File: src/rtl/pwm_shadow_chan.sv
module pwm_shadow_chan #(
  parameter int CNT_W  = 16,
  parameter int PRE_W  = 8,
  parameter int CLK_PS = 4000,
  parameter int GAP_NS = 400
) (
  input  logic             clk,
  input  logic             rst,
  input  logic             wr_en,
  input  logic [1:0]       wr_addr,
  input  logic [CNT_W-1:0] wr_data,
  output logic             pwm_out
);
  localparam int MIN_CYC = (GAP_NS * 1000 + CLK_PS - 1) / CLK_PS;
  localparam int RUN_W   = $clog2(MIN_CYC + 1);
  localparam logic [1:0] A_CTL = 2'd0, A_PRE = 2'd1, A_PER = 2'd2, A_DUTY = 2'd3;

  logic             ctl_trig, ctl_smooth, ctl_pol;
  logic [PRE_W-1:0] sh_pre, pend_pre, act_pre, pre_cnt;
  logic [CNT_W-1:0] sh_per, sh_duty, pend_per, pend_duty, act_per, act_duty, per_cnt;
  logic             pend, pend_pol, act_pol;
  logic             trig_prev, armed;
  logic [RUN_W-1:0] run_cnt;
  logic             fire, idle, tick, period_end, load;

  always_ff @(posedge clk) begin
    if (rst) begin
      {ctl_pol, ctl_smooth, ctl_trig} <= '0;
      sh_pre  <= '0;
      sh_per  <= '0;
      sh_duty <= '0;
    end else if (wr_en) begin
      case (wr_addr)
        A_CTL:  {ctl_pol, ctl_smooth, ctl_trig} <= wr_data[2:0];
        A_PRE:  sh_pre  <= wr_data[PRE_W-1:0];
        A_PER:  sh_per  <= wr_data;
        A_DUTY: sh_duty <= wr_data;
      endcase
    end
  end

  always_ff @(posedge clk) begin
    if (rst) begin
      trig_prev <= 1'b0;
      run_cnt   <= '0;
      armed     <= 1'b0;
    end else begin
      trig_prev <= ctl_trig;
      if (ctl_trig != trig_prev)
        run_cnt <= RUN_W'(1);
      else if (run_cnt != RUN_W'(MIN_CYC))
        run_cnt <= run_cnt + RUN_W'(1);
      if (ctl_trig && !trig_prev)
        armed <= (run_cnt == RUN_W'(MIN_CYC));
      else if (!ctl_trig)
        armed <= 1'b0;
    end
  end

  assign fire       = ctl_trig && trig_prev && armed && (run_cnt == RUN_W'(MIN_CYC - 1));
  assign idle       = (act_per == '0);
  assign tick       = (pre_cnt == act_pre);
  assign period_end = tick && ((per_cnt + CNT_W'(1)) == act_per);
  assign load       = pend && (idle || period_end);

  always_ff @(posedge clk) begin
    if (rst) begin
      pend      <= 1'b0;
      pend_pre  <= '0;
      pend_per  <= '0;
      pend_duty <= '0;
      pend_pol  <= 1'b0;
      act_pre   <= '0;
      act_per   <= '0;
      act_duty  <= '0;
      act_pol   <= 1'b0;
      pre_cnt   <= '0;
      per_cnt   <= '0;
    end else begin
      if (load) begin
        act_pre  <= pend_pre;
        act_per  <= pend_per;
        act_duty <= pend_duty;
        act_pol  <= pend_pol;
        pre_cnt  <= '0;
        per_cnt  <= '0;
        pend     <= 1'b0;
      end else if (idle) begin
        pre_cnt <= '0;
        per_cnt <= '0;
      end else if (tick) begin
        pre_cnt <= '0;
        per_cnt <= period_end ? '0 : per_cnt + CNT_W'(1);
      end else begin
        pre_cnt <= pre_cnt + PRE_W'(1);
      end
      if (fire && !ctl_smooth) begin
        pend      <= 1'b1;
        pend_pre  <= sh_pre;
        pend_per  <= sh_per;
        pend_duty <= sh_duty;
        pend_pol  <= ctl_pol;
      end
    end
  end

  assign pwm_out = (!idle && (per_cnt < act_duty)) ^ act_pol;
endmodule

File: config.mk
export PLATFORM = sky130hd
export DESIGN_NAME = pwm_shadow_chan
export DESIGN_NICKNAME = d
export VERILOG_FILES = /design/src/rtl/pwm_shadow_chan.sv
export SDC_FILE = /design/constraint.sdc
export NUM_CORES = 1
export LEC_CHECK = 0
export ABC_AREA = 1
export CORE_UTILIZATION = 57
export DETAILED_ROUTE_END_ITERATION = 7
export DONT_BUFFER_PORTS = 1
export GPL_TIMING_DRIVEN = 0
export HOLD_SLACK_MARGIN = 0.15
export PLACE_DENSITY = 0.75
export SLEW_MARGIN = 20
export SYNTH_ARGS = -nofsm -noshare
export SYNTH_HDL_FRONTEND = slang
export SYNTH_SLANG_ARGS = --single-unit
export TNS_END_PERCENT = 30
File: constraint.sdc
create_clock -name clk -period 2.2 [get_ports clk]
set_clock_uncertainty 0.2 [all_clocks]
set_input_delay 0.44 -clock clk [delete_from_list [all_inputs] [get_ports clk]]
set_output_delay 0.44 -clock clk [all_outputs]
set_load 0.005 [all_outputs]
; Word-level counts from Yosys, hierarchy flattened
; Index checks and enable logic that the tools add are counted.
[word_totals]
ff_bits = 159
latchBits = 0
ramBits = 0
romBits = 0
out_inout_bits = 1
memories = 0
[classes]
n_lt_le_gt_ge = 1
n_bitwise = 1
eq_ne = 10
n_addsub = 3
div_mod_pow = 0
reduce_logical = 23
shift = 0
mux = 7
n_mul = 0
[ops]
columns = op, count
row1 = adder 16 x 1 -> 16 bit (second input constant), 1
row2 = equality test 16 bit, 1
row3 = zero test 16 bit, 1
row4 = less-than comparator 16 bit, 1
row5 = 2-to-1 mux 16 bit, 1
row6 = equality test 7 bit (second input constant), 2
row7 = adder 8 x 1 -> 8 bit (second input constant), 1
row8 = equality test 8 bit, 1
row9 = logical AND 1 bit, 8
row10 = AND reduction 2 bit, 4
row11 = adder 7 x 1 -> 7 bit (second input constant), 1
row12 = inequality test 7 bit (second input constant), 1
row13 = 2-to-1 mux 1 bit, 6
row14 = equality test 2 bit (second input constant), 2
row15 = nonzero test 2 bit, 2
row16 = OR reduction 4 bit, 1
row17 = zero test 1 bit, 3
row18 = OR reduction 3 bit, 1
row19 = equality test 2 x 1 -> 1 bit (second input constant), 1
row20 = zero test 2 bit, 1
row21 = inequality test 2 x 1 -> 1 bit (second input constant), 1
row22 = OR reduction 2 bit, 1
row23 = logical OR 1 bit, 1
row24 = inequality test 1 bit, 1
row25 = bitwise XOR 1 bit, 1

; Depth between registers and ports, before layout
[depth]
depth_word = 7
ltp_mapped = 17
mapped_depth_nobuf = 15

; Least setup slack after synthesis
; Ideal clock, no wire load.
[synth_timing]
path_kind = flip-flop to flip-flop
start = reg per_cnt[0]
end = reg act_duty[10]
arrival_time_ps = 1913
synth_period_minus_slack_ps = 2228
required_ps = 1885
path_stages_with_launch = 15
path_slack_ps = -28
setup_ps = 115
cell_sequence = dfxtp_1 ha_1 nand2_1 nor2_2 nand3_1 xor3_1 nand2_1 nor2_1 nand3_2 nand2_2 buf_6 buf_6 nand3_1 nand2_1 nor2_1
[synth_via]
elab_chain_len = 5
[synth_lines]
columns = item, line_no
row1 = "start, declared", 20  ; logic [CNT_W-1:0] sh_per, sh_duty, pend_per, pend_duty, act_per, act_duty, per_cnt;
row2 = "start signal, assigned", 93  ; per_cnt <= period_end ? '0 : per_cnt + CNT_W'(1);
row3 = adder 16 x 1 -> 16 bit, 63  ; assign period_end = tick && ((per_cnt + CNT_W'(1)) == act_per);
row4 = equality test 16 bit, 63
row5 = logical AND 1 bit, 63
row6 = logical OR 1 bit, 64  ; assign load = pend && (idle || period_end);
row7 = logical AND 1 bit, 64
row8 = "end signal, assigned", 83  ; act_duty <= pend_duty;
row9 = "end, declared", 20
; Every way passes these cells.
; A chain may end at the register's enable or synchronous reset.

; Worst setup path after layout
[layout_timing]
start = reg act_per[15]
end = out pwm_out
[layout_via]
elab_chain_len = 4
[layout_lines]
columns = item, line_no
row1 = "start, declared", 20
row2 = "start signal, assigned", 82  ; act_per <= pend_per;
row3 = zero test 16 bit, 61  ; assign idle = (act_per == '0);
row4 = zero test 1 bit, 107  ; assign pwm_out = (!idle && (per_cnt < act_duty)) ^ act_pol;
row5 = logical AND 1 bit, 107
row6 = bitwise XOR 1 bit, 107
row7 = "end, declared", 12  ; output logic pwm_out
; Every way passes these cells.

==> metrics.yaml <==
die_w_um: 115
firstDrtPassIters: 5
fp.coreArea_um2: 12600
grt_util_all_layers_pct: 28.7
area_delta_synth_final_pct: 21.4
ys_ff_latch: 159
most-common-layout-cells: "nor2_1 (157), dfxtp_1 (147), nand2_1 (128)"
min-delay-start: "wr_en"
crit_chain: "nor2_1 -> nand2_1 -> nor4_2 -> inv_1 -> nand3_2 -> xnor2_2"
synth_top_area_share_pct: 43.5
reg2reg_slack_ps: -340
yosysSeqAreaShare_pct: 43.5
nNetsFinal: 1118
leakage_uw: 0.00348
clk_path_buf_depth: 2
fin_area_um2: 8890
grt_pass1_vias: 6095
min_to: "ctl_trig"
p_sw_uw: 1460
hpwl_mm: 12.5
clock_latency_ps: 430
worstSetupStartpointType: "register"
root_buffer: "clkbuf_16"
drive_above_1_share_pct: 12.8
gp_congestion: 0.871
yosysTopAreaCell: "dfxtp_1"
worst_path_max_delay_cell: "nor4_2"
powerDensity_nw_per_um2: 672
yosysWarnings: 0
violations: "negative setup slack"
cp_data_required_time_ps: 1560
via_per_inst: 5.21
diodes: 0
place_area_um2: 7540
drc: 0
critPathMaxFanout: 4
p_seq_share_pct: 49.3
clock.fmax_ghz: 0.389
slew_violations: 0
cts.sinks: 159
wl_per_cell_um: 14.6
ir_drop_mv: 0.585
min_path_cells: 4
syn_inst: 1016
wl_mm: 18.3
max_stage_delay_ps: 450
setup_viol: 59
die_area_um2: 13300
netlist_top_cells_area: "dfxtp_1 (43%), nor2_1 (8.3%), a21oi_1 (8.0%)"
period_share_pct: 117
rsz0062_at_grt: "yes"
r2r_cells: 17
min_period_ps: 2570
ant_nets: 0
cts_tree: "built"
io-pin-count: 22
worst_slack_ps: -368
r2r-start: "per_cnt[1]"
total_power_uw: 5970
die_h_um: 115
pwr-share-comb_pct: 3.8
hold_path_class: "primary input to register"
num_vias: 6565
cp_data_arrival_time_ps: 1930
port_buffers: 0
worst-setup-path-type: "register to output pin"
syn_area_um2: 7320
antenna_found_initial: 0
clock_power_share_pct: 46.9
synth_area_per_cell_um2: 7.20
initial_core_util_pct: 58.2
cell_internal_pwr_uw: 4520
reg2reg_to: "act_pre[0]"
grt.overflow.total: 0
hold_violations: 0
endpoint_kind: "output pin"
drtIter0Drc: 372
synth_nets: 1059
place_ws_ps: -381
synthDistinctLibCells: 35
netSwitchingFraction_pct: 24.4
cap_violations: 0
fillCellCount: 991
final_common_cell: "nor2_1"
outcome: "finished, violations left"
clkTransAtPathRegs_ps: 60
cts_max_level: 4
grt_first_pass_wirelength_mm: 29.4
rows: 41
relSlewSlack_pct: 41.8
numCtsBuffers: 17
grt_max_degree: 17
worstMarginPinSlew_ps: 866
==> cell families after synthesis <==
| logic type | count (synthesis) | share of synthesized area, % |
|---|---|---|
| compound gates | 223 | 15.7 |
| xor+xnor | 20 | 2.79 |
| fa+ha+maj | 22 | 3.76 |
| buf+inv | 178 | 10.2 |
| flops | 159 | 43.5 |
| simple gates | 414 | 24.1 |
==> power groups by stage <==
stage,Sequential [uW],Combinational [uW],Clock (uW)
6_report,2950,225,2800
2_1_floorplan,3010,132,0
3_3_place_gp,3010,169,0
5_1_grt,2950,254,2940
4_1_cts,2950,218,2810
3_5_place_dp,3010,172,0
==> registers in the layout, summed over array words and instances, names as in the netlist, 7 cells and up <==
name and flops:
act_duty 16, sh_duty 16, pend_pre 8, sh_per 16, act_pre 8, per_cnt 16, pend_per 16, pend_duty 16
act_per 16, sh_pre 8, run_cnt 7, pre_cnt 8
==> final cells by class <==
class | instances | area, um^2 | share of cell area (%)
well taps | 172 | 215 | 2.42
plain buffers | 50 | 304 | 3.42
multi-input cells | 679 | 3650 | 41.1
inverters | 128 | 480 | 5.41
clock buffers | 18 | 439 | 4.94
clock inverters | 14 | 124 | 1.39
flip-flops and latches | 159 | 3210 | 36.1
repair buffers | 40 | 462 | 5.19
==> repair_timing <==
action	CTS	global route
resized for setup	62	27
setup endpoints to repair	60	78
hold buffers	24	0
buffers inserted	8	3
pin swaps	17	16
gates cloned	2	3
hold endpoints to repair	46	0
==> per-layer routing <==
metal / up-vias / global-route usage (%) / routed length (um)
li1: 3407 / - / -
met1: 2935 / 35.4 / 8040
met2: 183 / 49.1 / 9020
met3: 40 / 5.96 / 849
met4: 0 / 11.3 / 432
met5: - / 0 / 0
==> worst max-delay path by stage <==
stage | from | to | depth (start not counted)
3_5_place_dp | per_cnt[1] | per_cnt[7] | 15
4_1_cts | per_cnt[1] | pwm_out | 8
2_1_floorplan | per_cnt[0] | act_duty[10] | 16
6_report | act_per[15] | pwm_out | 6
3_3_place_gp | per_cnt[0] | per_cnt[6] | 15
5_1_grt | per_cnt[1] | act_pre[7] | 17
==> synth_stat cells, drive strengths merged <==
cell    number
xnor3        1
or2          1
and2         1
a31oi        4
buf         19
ha          22
inv        126
nand3b       3
nor3b        2
xor2         7
a22oi        6
a21oi      117
xor3         1
nor3         7
a21o         1
dfxtp      159
nand2      140
nand3       79
a211oi       1
xnor2       11
o21bai       3
nand4       11
clkbuf      31
nor4         2
clkinv       2
nor2       168
o21ai       91
==> metrics by stage <==
step                hold WS (ps)  TNS [ps]  utilization, %  std cells
floorplan                    220         0               -       1016
global placement             231    -16340            60.0       1188
detailed placement           234    -17570            60.0       1188
CTS                          157    -14460            69.1       1254
global route                 188    -27100            70.7       1260
finish                       166    -18210            70.7       1260
==> critical path, delay by kind of cell, from the launching register on <==
kind,cells,cell delay (ps)
buffers and inverters,1,210
and+or+nand+nor,4,810
xor gates and xnor gates,1,120
DFF,1,370
No activity file was read; power rests on OpenSTA's default activity.
